==> src/rtl/dma_mover_pkg.sv <==
package dma_mover_pkg;

  typedef enum logic [2:0] {
    ST_IDLE      = 3'd0,
    ST_REQ_BUS   = 3'd1,
    ST_READ      = 3'd2,
    ST_WRITE     = 3'd3,
    ST_RELEASE   = 3'd4,
    ST_WAIT_DONE = 3'd5
  } xfer_st_e;

  localparam logic SEL_SRC = 1'b0;
  localparam logic SEL_DST = 1'b1;

endpackage

==> src/rtl/dma_cfg_regs.sv <==
module dma_cfg_regs
  import dma_mover_pkg::*;
#(
  parameter int ADDR_W = 16,
  parameter logic [ADDR_W-1:0] SRC_INIT = '0,
  parameter logic [ADDR_W-1:0] DST_INIT = '0
) (
  input  logic              clk,
  input  logic              rst_n,
  input  logic              wr_en,
  input  logic              sel,
  input  logic [ADDR_W-1:0] wdata,
  input  logic              allow,
  output logic [ADDR_W-1:0] src_o,
  output logic [ADDR_W-1:0] dst_o
);

  logic take;
  assign take = wr_en && allow;

  always_ff @(posedge clk or negedge rst_n) begin
    if (!rst_n) begin
      src_o <= SRC_INIT;
      dst_o <= DST_INIT;
    end else if (take) begin
      if (sel == SEL_SRC) src_o <= wdata;
      else                dst_o <= wdata;
    end
  end

  // registers frozen while a move is running
  a_r8_frozen_when_busy: assert property (@(posedge clk) disable iff (!rst_n)
    !allow |=> ($stable(src_o) && $stable(dst_o)));

endmodule

==> src/rtl/dma_xfer_seq.sv <==
module dma_xfer_seq
  import dma_mover_pkg::*;
(
  input  logic clk,
  input  logic rst_n,
  input  logic per_req,
  input  logic bus_gnt,
  input  logic bus_rdy,
  output logic idle_o,
  output logic breq_o,
  output logic ack_o,
  output logic rd_phase_o,
  output logic wr_phase_o,
  output logic capture_o,
  output logic done_o
);

  xfer_st_e st_q, st_d;
  logic     step;

  assign step = bus_gnt && bus_rdy;

  always_comb begin
    st_d = st_q;
    unique case (st_q)
      ST_IDLE:      if (per_req) st_d = ST_REQ_BUS;
      ST_REQ_BUS:   if (bus_gnt) st_d = ST_READ;
      ST_READ:      if (step)    st_d = ST_WRITE;
      ST_WRITE:     if (step)    st_d = ST_RELEASE;
      ST_RELEASE:                st_d = ST_WAIT_DONE;
      ST_WAIT_DONE: if (!per_req && !bus_gnt) st_d = ST_IDLE;
      default:                   st_d = ST_IDLE;
    endcase
  end

  always_ff @(posedge clk or negedge rst_n) begin
    if (!rst_n) st_q <= ST_IDLE;
    else        st_q <= st_d;
  end

  assign idle_o     = (st_q == ST_IDLE);
  assign breq_o     = (st_q == ST_REQ_BUS) || (st_q == ST_READ) || (st_q == ST_WRITE);
  assign ack_o      = (st_q == ST_READ) || (st_q == ST_WRITE);
  assign rd_phase_o = (st_q == ST_READ);
  assign wr_phase_o = (st_q == ST_WRITE);
  assign capture_o  = rd_phase_o && step;
  assign done_o     = (st_q == ST_RELEASE);

  // an idle request produces a bus request next cycle
  a_r2_req_to_breq: assert property (@(posedge clk) disable iff (!rst_n)
    (idle_o && per_req) |=> breq_o);

  // completion pulse lasts one cycle
  a_r6_done_single: assert property (@(posedge clk) disable iff (!rst_n)
    done_o |=> !done_o);

  // no return to idle while either handshake line is still high
  a_r7_wait_clear: assert property (@(posedge clk) disable iff (!rst_n)
    ((st_q == ST_WAIT_DONE) && (per_req || bus_gnt)) |=> (st_q == ST_WAIT_DONE));

  // no progress through a read without the grant
  a_r9_read_stalls: assert property (@(posedge clk) disable iff (!rst_n)
    (rd_phase_o && !bus_gnt) |=> rd_phase_o);

endmodule

==> src/rtl/dma_bus_port.sv <==
module dma_bus_port #(
  parameter int ADDR_W = 16,
  parameter int DATA_W = 8
) (
  input  logic              clk,
  input  logic              rst_n,
  input  logic              gnt,
  input  logic              rd_phase,
  input  logic              wr_phase,
  input  logic              capture,
  input  logic [ADDR_W-1:0] src,
  input  logic [ADDR_W-1:0] dst,
  input  logic [DATA_W-1:0] rdata,
  output logic [ADDR_W-1:0] addr_o,
  output logic              rd_o,
  output logic              wr_o,
  output logic [DATA_W-1:0] wdata_o
);

  logic [DATA_W-1:0] hold_q;
  logic              drv_rd, drv_wr;

  always_ff @(posedge clk or negedge rst_n) begin
    if (!rst_n)       hold_q <= '0;
    else if (capture) hold_q <= rdata;
  end

  assign drv_rd = gnt && rd_phase;
  assign drv_wr = gnt && wr_phase;

  always_comb begin
    addr_o = '0;
    if (drv_rd)      addr_o = src;
    else if (drv_wr) addr_o = dst;
  end

  assign rd_o    = drv_rd;
  assign wr_o    = drv_wr;
  assign wdata_o = drv_wr ? hold_q : '0;

  // the captured word does not change while writing
  a_r4_hold_steady: assert property (@(posedge clk) disable iff (!rst_n)
    (wr_phase && !capture) |=> $stable(hold_q));

endmodule

==> src/rtl/dma_mover.sv <==
module dma_mover
  import dma_mover_pkg::*;
#(
  parameter int ADDR_W = 16,
  parameter int DATA_W = 8
) (
  input  logic              clk,
  input  logic              rst_n,
  input  logic              cfg_we,
  input  logic              cfg_sel,
  input  logic [ADDR_W-1:0] cfg_wdata,
  input  logic              per_req,
  output logic              per_ack,
  output logic              bus_req,
  input  logic              bus_gnt,
  output logic [ADDR_W-1:0] bus_addr,
  output logic              bus_rd,
  output logic              bus_wr,
  input  logic [DATA_W-1:0] bus_rdata,
  output logic [DATA_W-1:0] bus_wdata,
  input  logic              bus_rdy,
  output logic              xfer_done
);

  logic              idle, rd_phase, wr_phase, capture;
  logic [ADDR_W-1:0] src_addr, dst_addr;

  dma_cfg_regs #(.ADDR_W(ADDR_W)) u_cfg (
    .clk   (clk),
    .rst_n (rst_n),
    .wr_en (cfg_we),
    .sel   (cfg_sel),
    .wdata (cfg_wdata),
    .allow (idle),
    .src_o (src_addr),
    .dst_o (dst_addr)
  );

  dma_xfer_seq u_seq (
    .clk        (clk),
    .rst_n      (rst_n),
    .per_req    (per_req),
    .bus_gnt    (bus_gnt),
    .bus_rdy    (bus_rdy),
    .idle_o     (idle),
    .breq_o     (bus_req),
    .ack_o      (per_ack),
    .rd_phase_o (rd_phase),
    .wr_phase_o (wr_phase),
    .capture_o  (capture),
    .done_o     (xfer_done)
  );

  dma_bus_port #(.ADDR_W(ADDR_W), .DATA_W(DATA_W)) u_bus (
    .clk      (clk),
    .rst_n    (rst_n),
    .gnt      (bus_gnt),
    .rd_phase (rd_phase),
    .wr_phase (wr_phase),
    .capture  (capture),
    .src      (src_addr),
    .dst      (dst_addr),
    .rdata    (bus_rdata),
    .addr_o   (bus_addr),
    .rd_o     (bus_rd),
    .wr_o     (bus_wr),
    .wdata_o  (bus_wdata)
  );

  // bus quiet whenever the grant is absent
  a_r3_quiet_no_grant: assert property (@(posedge clk) disable iff (!rst_n)
    !bus_gnt |-> (!bus_rd && !bus_wr && bus_addr == '0 && bus_wdata == '0));

  // peripheral acknowledge only inside an open bus request
  a_r4_ack_in_req: assert property (@(posedge clk) disable iff (!rst_n)
    per_ack |-> bus_req);

  // a stalled write stays on the bus unless the grant goes away
  a_r5_write_held: assert property (@(posedge clk) disable iff (!rst_n)
    (bus_wr && !bus_rdy) |=> (bus_wr || !bus_gnt));

  // both handshakes close together with the done pulse
  a_r6_close_together: assert property (@(posedge clk) disable iff (!rst_n)
    $fell(bus_req) |-> ($fell(per_ack) && xfer_done));

endmodule

==> config.mk <==
export PLATFORM = sky130hd
export DESIGN_NAME = dma_mover
export DESIGN_NICKNAME = d
export VERILOG_FILES = /design/src/rtl/dma_mover_pkg.sv /design/src/rtl/dma_cfg_regs.sv /design/src/rtl/dma_xfer_seq.sv /design/src/rtl/dma_bus_port.sv /design/src/rtl/dma_mover.sv
export SDC_FILE = /design/constraint.sdc
export NUM_CORES = 1
export LEC_CHECK = 0
export CELL_PAD_IN_SITES_DETAIL_PLACEMENT = 1
export CELL_PAD_IN_SITES_GLOBAL_PLACEMENT = 1
export CORE_MARGIN = 5
export CORE_UTILIZATION = 41
export DETAILED_ROUTE_END_ITERATION = 10
export PLACE_DENSITY = 0.86
export SLEW_MARGIN = 20
export SYNTH_ARGS = -nofsm -noshare
export SYNTH_HDL_FRONTEND = slang
export SYNTH_SLANG_ARGS = --single-unit
==> constraint.sdc <==
create_clock -name clk -period 3.36 [get_ports clk]
set_clock_uncertainty 0.15 [all_clocks]
set_input_delay 0.84 -clock clk [delete_from_list [all_inputs] [get_ports clk]]
set_output_delay 0.84 -clock clk [all_outputs]
set_load 0.005 [all_outputs]
Word-level counts from Yosys, hierarchy flattened
Index checks and enable logic that the tools add are counted.
{"block": "classes", "n_eq_ne": 10, "muxes": 9, "n_bitwise": 1, "n_reduce_logical": 15}
{"op": "$mux W16", "count": 2}
{"op": "$pmux W3 S6", "count": 1}
{"op": "$mux W3", "count": 5}
{"op": "$mux W8", "count": 1}
{"op": "$ne A2 B2 Y1 const B", "count": 4}
{"op": "$eq A3 B2 Y1 const B", "count": 2}
{"op": "$eq A3 B3 Y1 const B", "count": 2}
{"op": "$logic_and A1 B1 Y1", "count": 6}
{"op": "$reduce_and A5 Y1", "count": 1}
{"op": "$reduce_and A2 Y1", "count": 2}
{"op": "$eq A3 B1 Y1 const B", "count": 1}
{"op": "$logic_not A3 Y1", "count": 1}
{"op": "$logic_or A1 B1 Y1", "count": 3}
{"op": "$logic_not A1 Y1", "count": 2}
{"op": "$ne A2 B1 Y1 const B", "count": 1}
{"op": "$not A1 Y1", "count": 1}
{"block": "totals", "ff_bits": 43, "input_bits": 31, "word_cells": 39}

Logic depth before layout (Yosys ltp)
Gate-level depths: netlist of run 1.
{"block": "logic_depth", "word_depth": 4, "ltp_mapped": 6, "ltp_nobuf": 3}

Modules after synthesis
Synthesis of run 1 repeated with hierarchy kept, for this count alone.
{"block": "unflattened", "hier_cells": 144, "hier_area_um2": 2084.5}
{"module": "dma_cfg_regs", "seq_area_each_um2": 800.8, "n_inst": 1, "area_per_inst_um2": 1296.2, "cells_each": 68}
{"module": "dma_bus_port", "seq_area_each_um2": 200.2, "n_inst": 1, "area_per_inst_um2": 573.0, "cells_each": 49}
{"module": "dma_xfer_seq", "seq_area_each_um2": 75.1, "n_inst": 1, "area_per_inst_um2": 215.2, "cells_each": 27}

Worst setup path after synthesis of run 1
OpenSTA, ideal clock, no wires.
{"block": "synth_timing", "kind": "in2out", "start": "input bus_gnt", "end": "output bus_addr[0]", "path_slack_ns": 0.801, "t_required_ns": 2.370, "n_path_buf": 1, "t_arrival_ns": 1.569, "path_stages": 4, "cell_sequence": "inv_1 -> nor3_2 -> buf_2 -> a22o_1"}
{"block": "synth_between", "elab_chain_cells": 3, "elab_cells_between_ends": 4, "cone_classes": "mux (2); reduce/logical (2)"}
{"item": "start, declared", "line_no": "dma_mover.sv:15", "rtl": "input logic bus_gnt,"}
{"item": "$logic_and A1 B1 Y1", "line_no": "dma_bus_port.sv:29", "rtl": "assign drv_wr = gnt && wr_phase;"}
{"item": "$mux W16", "line_no": "dma_bus_port.sv:34", "rtl": "else if (drv_wr) addr_o = dst;"}
{"item": "$mux W16 *", "line_no": "dma_bus_port.sv:33", "rtl": "if (drv_rd) addr_o = src;"}
{"item": "end, declared", "line_no": "dma_mover.sv:16", "rtl": "output logic [ADDR_W-1:0] bus_addr,"}
Mark *: on every way between the ends. The rest lies on a longest branch, timed or not.

Final worst setup path of run 1
{"block": "layout_timing", "start": "input bus_gnt", "end": "output bus_addr[6]"}
Same word-level chain as after synthesis.

==> qor.txt, run 1 <==
top-count cell post-synth: dfrtp_1
first-pass GRT wire length: 8052 um
Setup violations, final: 0
sequence of cells on the critical path: dlygate4sd2_1 -> inv_2 -> nor3_4 -> buf_4 -> a22o_1 -> clkdlybuf4s50_1
r2r worst-path depth: 4
PortBufs: 59
# Post-CTS Setup Buffers: 0
Floorplan Core Area: 0.005042 sq mm
TritonRoute pass-1 iters: 4
clock root buffer: clkbuf_8
routed wire length per instance: 17.60 um
final WL: 4875 um
Skew-Pair Late Insertion Delay: 0.29 ns
CP Max Fanout: 8
Area after DPL: 0.002750 sq mm
Critical Path RT: 2.37 ns
ANT cells: 0
nets: 239
Syn Nets: 176
crit path launch: bus_gnt
Layout area overhead: 34.18%
Async S/R FF share, synth: 100.0%
Max-Cap Viols: 0
outcome: completed
RSZ-0062 raised after global routing: no
fill count: 508
Seq/Total Area, Yosys: 50.95%
RR Endpoint: u_cfg.src_o[3]$_DFFE_PN0P_
CTS Buf Count: 5
detailed-route via count: 1389
gr usage total: 16.29%
ANT nets after route: 0
Buf/Inv on CP: 4
final setup margin: 0.1456 ns
period utilization: 95.67%
worst rel slew slack: 38.36%
Initial Util: 41.89%
Seq cells post-synth: 43
critical path class: in2out
post-layout minimum cycle time: 3.214 ns
CTS tree: built
Reg2Reg Launch Point: u_seq.st_q[1]$_DFFE_PN0P_
cell area after layout: 0.002834 sq mm
CP max-delay cell: clkdlybuf4s50_1
final hold slack: 0.3582 ns
Area contributors post-synth: dfrtp_1 (51%), mux2_4 (20%), a22o_1 (6.6%), mux2_2 (6.4%), and2_1 (2.4%)
DRT iter0 DRCs: 36
Post-Syn Area per Cell: 14.57 sq um
vias in the first global route: 1588
reg-to-reg setup timing slack: 1.54 ns
hold path endpoint: u_cfg.dst_o[2]$_DFFE_PN0P_
Post-synth EDFFs: 0
die area: 0.006686 sq mm
gpl congestion: 0.7356
Slew @ Worst Pin: 0.9245 ns
Die W: 81.77 um
highest clock rate: 0.3111 GHz
Static Leakage: 1.293 nW
post-synth top area share: 50.95%
pwr dens: 789.8 mW/mm^2
CTS Buffer Depth: 2
Worst-path clk slew: 0.07 ns
initial antenna violation count: 0
num rows: 26
dpl hpwl: 3654 um
pre-CTS WS: -0.1634 ns
# DRC: 0
crit end category: output port
post-synthesis cell area: 0.002112 sq mm
hold_buf cts: 0
clk sinks: 43
GRT Residual Overflow: 0
layout cells sized above 1: 28.99%
Netlist cell types: 29
YS warnings: 0
CTS-repair resized insts: 6
top_reg_cell synth: dfrtp_1
Die Height: 81.77 um
Worst path max stage delay: 0.50 ns
HP Class: reg2reg
CTS H-Tree Depth: 2
via/cell ratio: 5.014
Synth area leader: dfrtp_1
final hold vios: 0
Mapped Cells: 145
I/O Pins: 60
Peak VDD IR: 0.3712 mV
Worst EP arrival: 2.22 ns
crit-path leading delay family: buffers and inverters
HP Start: u_cfg.dst_o[2]$_DFFE_PN0P_
hold-critical path depth: 1
CP Launch Type: input pin
largest net degree at the start of global routing: 44
Slew Limit Fails: 0
Post-synth top cells: dfrtp_1 (43), mux2_4 (28), a22o_1 (16)
## registers in the layout, summed over array words and instances (netlist names)
register,count
u_seq.st_q,3
u_cfg.dst_o,16
u_bus.hold_q,8
u_cfg.src_o,16
## cell usage in the layout, fill, tap and decap left out
cell	Yosys	layout
dlygate4sd2_1	0	3
clkbuf_1	0	1
buf_4	1	4
or2_2	1	1
nor2_4	1	1
a31oi_1	1	1
and4bb_1	2	2
buf_2	4	2
and2_1	8	8
nor3_4	0	1
o21ai_0	2	2
nand3_1	1	1
nand2_1	5	5
inv_2	0	1
buf_12	1	1
nor2_1	2	2
buf_6	4	1
a22o_1	16	16
clkdlybuf4s50_1	0	55
nand2_4	1	1
mux2_4	28	28
mux2_2	12	12
dfrtp_1	43	43
and2_2	1	1
nor4b_1	1	1
a211oi_1	1	1
nor3_1	1	1
a21oi_1	1	1
nand4b_4	1	1
and2b_1	1	1
inv_1	2	1
clkbuf_8	0	5
o31ai_1	1	1
nor2b_1	1	1
## how the worst max path moves through the flow
stage	to	slack, ns	cells after the start
CTS	bus_addr[6]	0.12	6
global route	bus_addr[12]	0.05	6
finish	bus_addr[6]	0.15	6
floorplan	bus_addr[0]	0.80	4
detailed placement	bus_addr[10]	-0.16	6
global placement	bus_addr[0]	-0.11	6
## kinds of logic after synthesis
family | after synthesis | share of synthesized area [%]
compound gates | 22 | 8.353
buf+inv | 12 | 4.740
flops | 43 | 50.95
mux | 40 | 26.30
simple gates | 28 | 9.657
## final cells by class
| cell class | instances | area, sq um | area share, % |
|---|---|---|---|
| Timing Repair Buffer | 66 | 648.1 | 22.87 |
| Sequential cell | 43 | 1076 | 37.97 |
| Clock buffer | 6 | 72.57 | 2.561 |
| Multi-Input combinational cell | 90 | 942.2 | 33.25 |
| Tap cell | 70 | 87.58 | 3.091 |
| Inverter | 2 | 7.507 | 0.2649 |
## metrics by stage
step                      setup TNS, ns  total power [mW]  std cells  util (%)
after floorplan                       0             1.551        145         -
after global placement           -2.065             1.907        270     54.54
after detailed placement         -2.989             1.960        270     54.54
after CTS                             0             2.275        277     56.20
after global routing                  0             2.385        277     56.20
final                                 0             2.238        277     56.20
## power breakdown
group | switching, mW | internal (mW) | leakage, nW
registers | 0.195 | 0.776 | 0.521
clock network | 0.154 | 0.138 | 0.0371
logic | 0.311 | 0.664 | 0.735
## layer usage
layer	part of all wire, %	GRT usage (%)	vias to the layer above
li1	-	-	643
met1	40	19.02	704
met2	54	29.24	32
met3	3.8	3.289	10
met4	1.9	6.146	0
met5	0	0	-
Note: power is estimated with default switching activity, not from simulation.
==> run 2, diff against run 1 <==
- RECOVER_POWER: not set -> 25
- SKIP_LAST_GASP: not set -> 1
==> qor.txt, run 2 (synthesis results as in run 1) <==
Final Util: 56.18%
total power draw: 2.238 mW
GRT Residual Overflow: 0
hold_buf cts: 0
initial antenna violation count: 0
layout cells sized above 1: 28.50%
Static Leakage: 1.291 nW
failing checks: max-capacitance violations, max-slew violations
first-pass GRT wire length: 8052 um
crit end category: output port
CP max-delay cell: clkdlybuf4s50_1
final WL: 4875 um
vias in the first global route: 1588
final hold vios: 0
clock root buffer: clkbuf_8
pwr dens: 790.1 mW/mm^2
Reg2Reg Launch Point: u_seq.st_q[1]$_DFFE_PN0P_
PortBufs: 59
post-layout minimum cycle time: 3.214 ns
routed wire length per instance: 17.60 um
CTS H-Tree Depth: 2
ANT nets after route: 0
detailed-route via count: 1389
nets: 239
crit-path leading delay family: buffers and inverters
largest net degree at the start of global routing: 44
DRT iter0 DRCs: 36
HP Start: u_cfg.dst_o[2]$_DFFE_PN0P_
CP Max Fanout: 8
commonest non-fill, non-tap cell in the layout: clkdlybuf4s50_1
Floorplan Core Area: 0.005042 sq mm
Buf/Inv on CP: 4
ANT cells: 0
Max-Cap Viols: 1
via/cell ratio: 5.014
dpl hpwl: 3654 um
num rows: 26
outcome: complete, but fails checks
Worst EP arrival: 2.22 ns
most frequent cells in the layout: clkdlybuf4s50_1 (54), dfrtp_1 (43), mux2_4 (28), a22o_1 (16), mux2_2 (12)
fin cells: 277
gr usage total: 16.29%
RSZ-0062 raised after global routing: no
Largest regs: u_cfg.dst_o (16), u_cfg.src_o (16), u_bus.hold_q (8)
Setup TNS Final: 0 ns
crit path launch: bus_gnt
critical path class: in2out
Peak VDD IR: 0.3712 mV
Die W: 81.77 um
I/O Pins: 60
Setup violations, final: 0
placed insts: 270
Slew @ Worst Pin: 2.221 ns
Die Height: 81.77 um
period utilization: 95.67%
fill count: 509
Critical Path RT: 2.37 ns
highest clock rate: 0.3111 GHz
worst rel slew slack: -48.06%
CTS Buffer Depth: 2
CTS tree: built
Worst path max stage delay: 0.50 ns
Slew Limit Fails: 44
TritonRoute pass-1 iters: 4
clk sinks: 43
sequence of cells on the critical path: dlygate4sd2_1 -> inv_2 -> nor3_4 -> buf_4 -> a22o_1 -> clkdlybuf4s50_1
Skew-Pair Late Insertion Delay: 0.29 ns
Initial Util: 41.89%
gpl congestion: 0.7356
die area: 0.006686 sq mm
CP Launch Type: input pin
# DRC: 0
HP Class: reg2reg
CTS Buf Count: 5
Layout area overhead: 34.12%
Worst-path clk slew: 0.07 ns
==> run 2: worst paths after layout <==
check	endpoint	slack, ns	cells past startpoint
max	bus_addr[6]	0.15	6
min	u_cfg.dst_o[2]$_DFFE_PN0P_	0.36	1
max reg2reg	u_cfg.src_o[3]$_DFFE_PN0P_	1.54	4
min reg2reg	u_cfg.dst_o[2]$_DFFE_PN0P_	0.36	1
max in group asynchronous	u_bus.hold_q[4]$_DFFE_PN0P_	0.74	1
min in group asynchronous	u_cfg.src_o[2]$_DFFE_PN0P_	1.05	1
==> run 2: cell type report <==
type	instances	area [sq um]	area share [%]
repair buffers	66	646.9	22.84
multi-input cells	90	942.2	33.26
well taps	70	87.58	3.092
inverters	2	7.507	0.2650
clock buffers	6	72.57	2.562
flip-flops and latches	43	1076	37.99
==> run 2: what timing repair did <==
action | CTS | global route
setup buffers | 0 | 0
endpoints found under the setup margin | 25 | 0
gates resized for setup | 6 | 0
==> run 2: layer usage <==
metal	up-vias	GRT usage, %	wire length (um)
met5	-	0	0
met4	0	6.146	92
met3	10	3.289	183
met2	32	29.24	2640
met1	704	19.02	1959
li1	643	-	-
==> run 2: metrics by stage <==
| stage | cell area [sq um] | setup slack (ns) | hold WS (ns) |
|---|---|---|---|
| after CTS | 2834 | 0.1179 | 0.3615 |
| final | 2833 | 0.1456 | 0.3582 |
| after floorplan | 2112 | 0.8011 | 0.3229 |
| after detailed placement | 2750 | -0.1634 | 0.3407 |
| after global routing | 2833 | 0.05301 | 0.3766 |
| after global placement | 2750 | -0.1063 | 0.3341 |
==> run 2: power by group <==
group | internal [mW] | leakage (nW) | switching [mW] | total (mW)
sequential | 0.777 | 0.521 | 0.195 | 0.972
clock | 0.138 | 0.0371 | 0.154 | 0.293
combinational | 0.663 | 0.733 | 0.311 | 0.974
==> run 2: worst reg2reg max path, stage by stage, from the launching register on <==
cell      delay [ns]
dfrtp_1         0.49
nor2_4          0.20
and4bb_1        0.20
buf_4           0.29
mux2_2          0.38
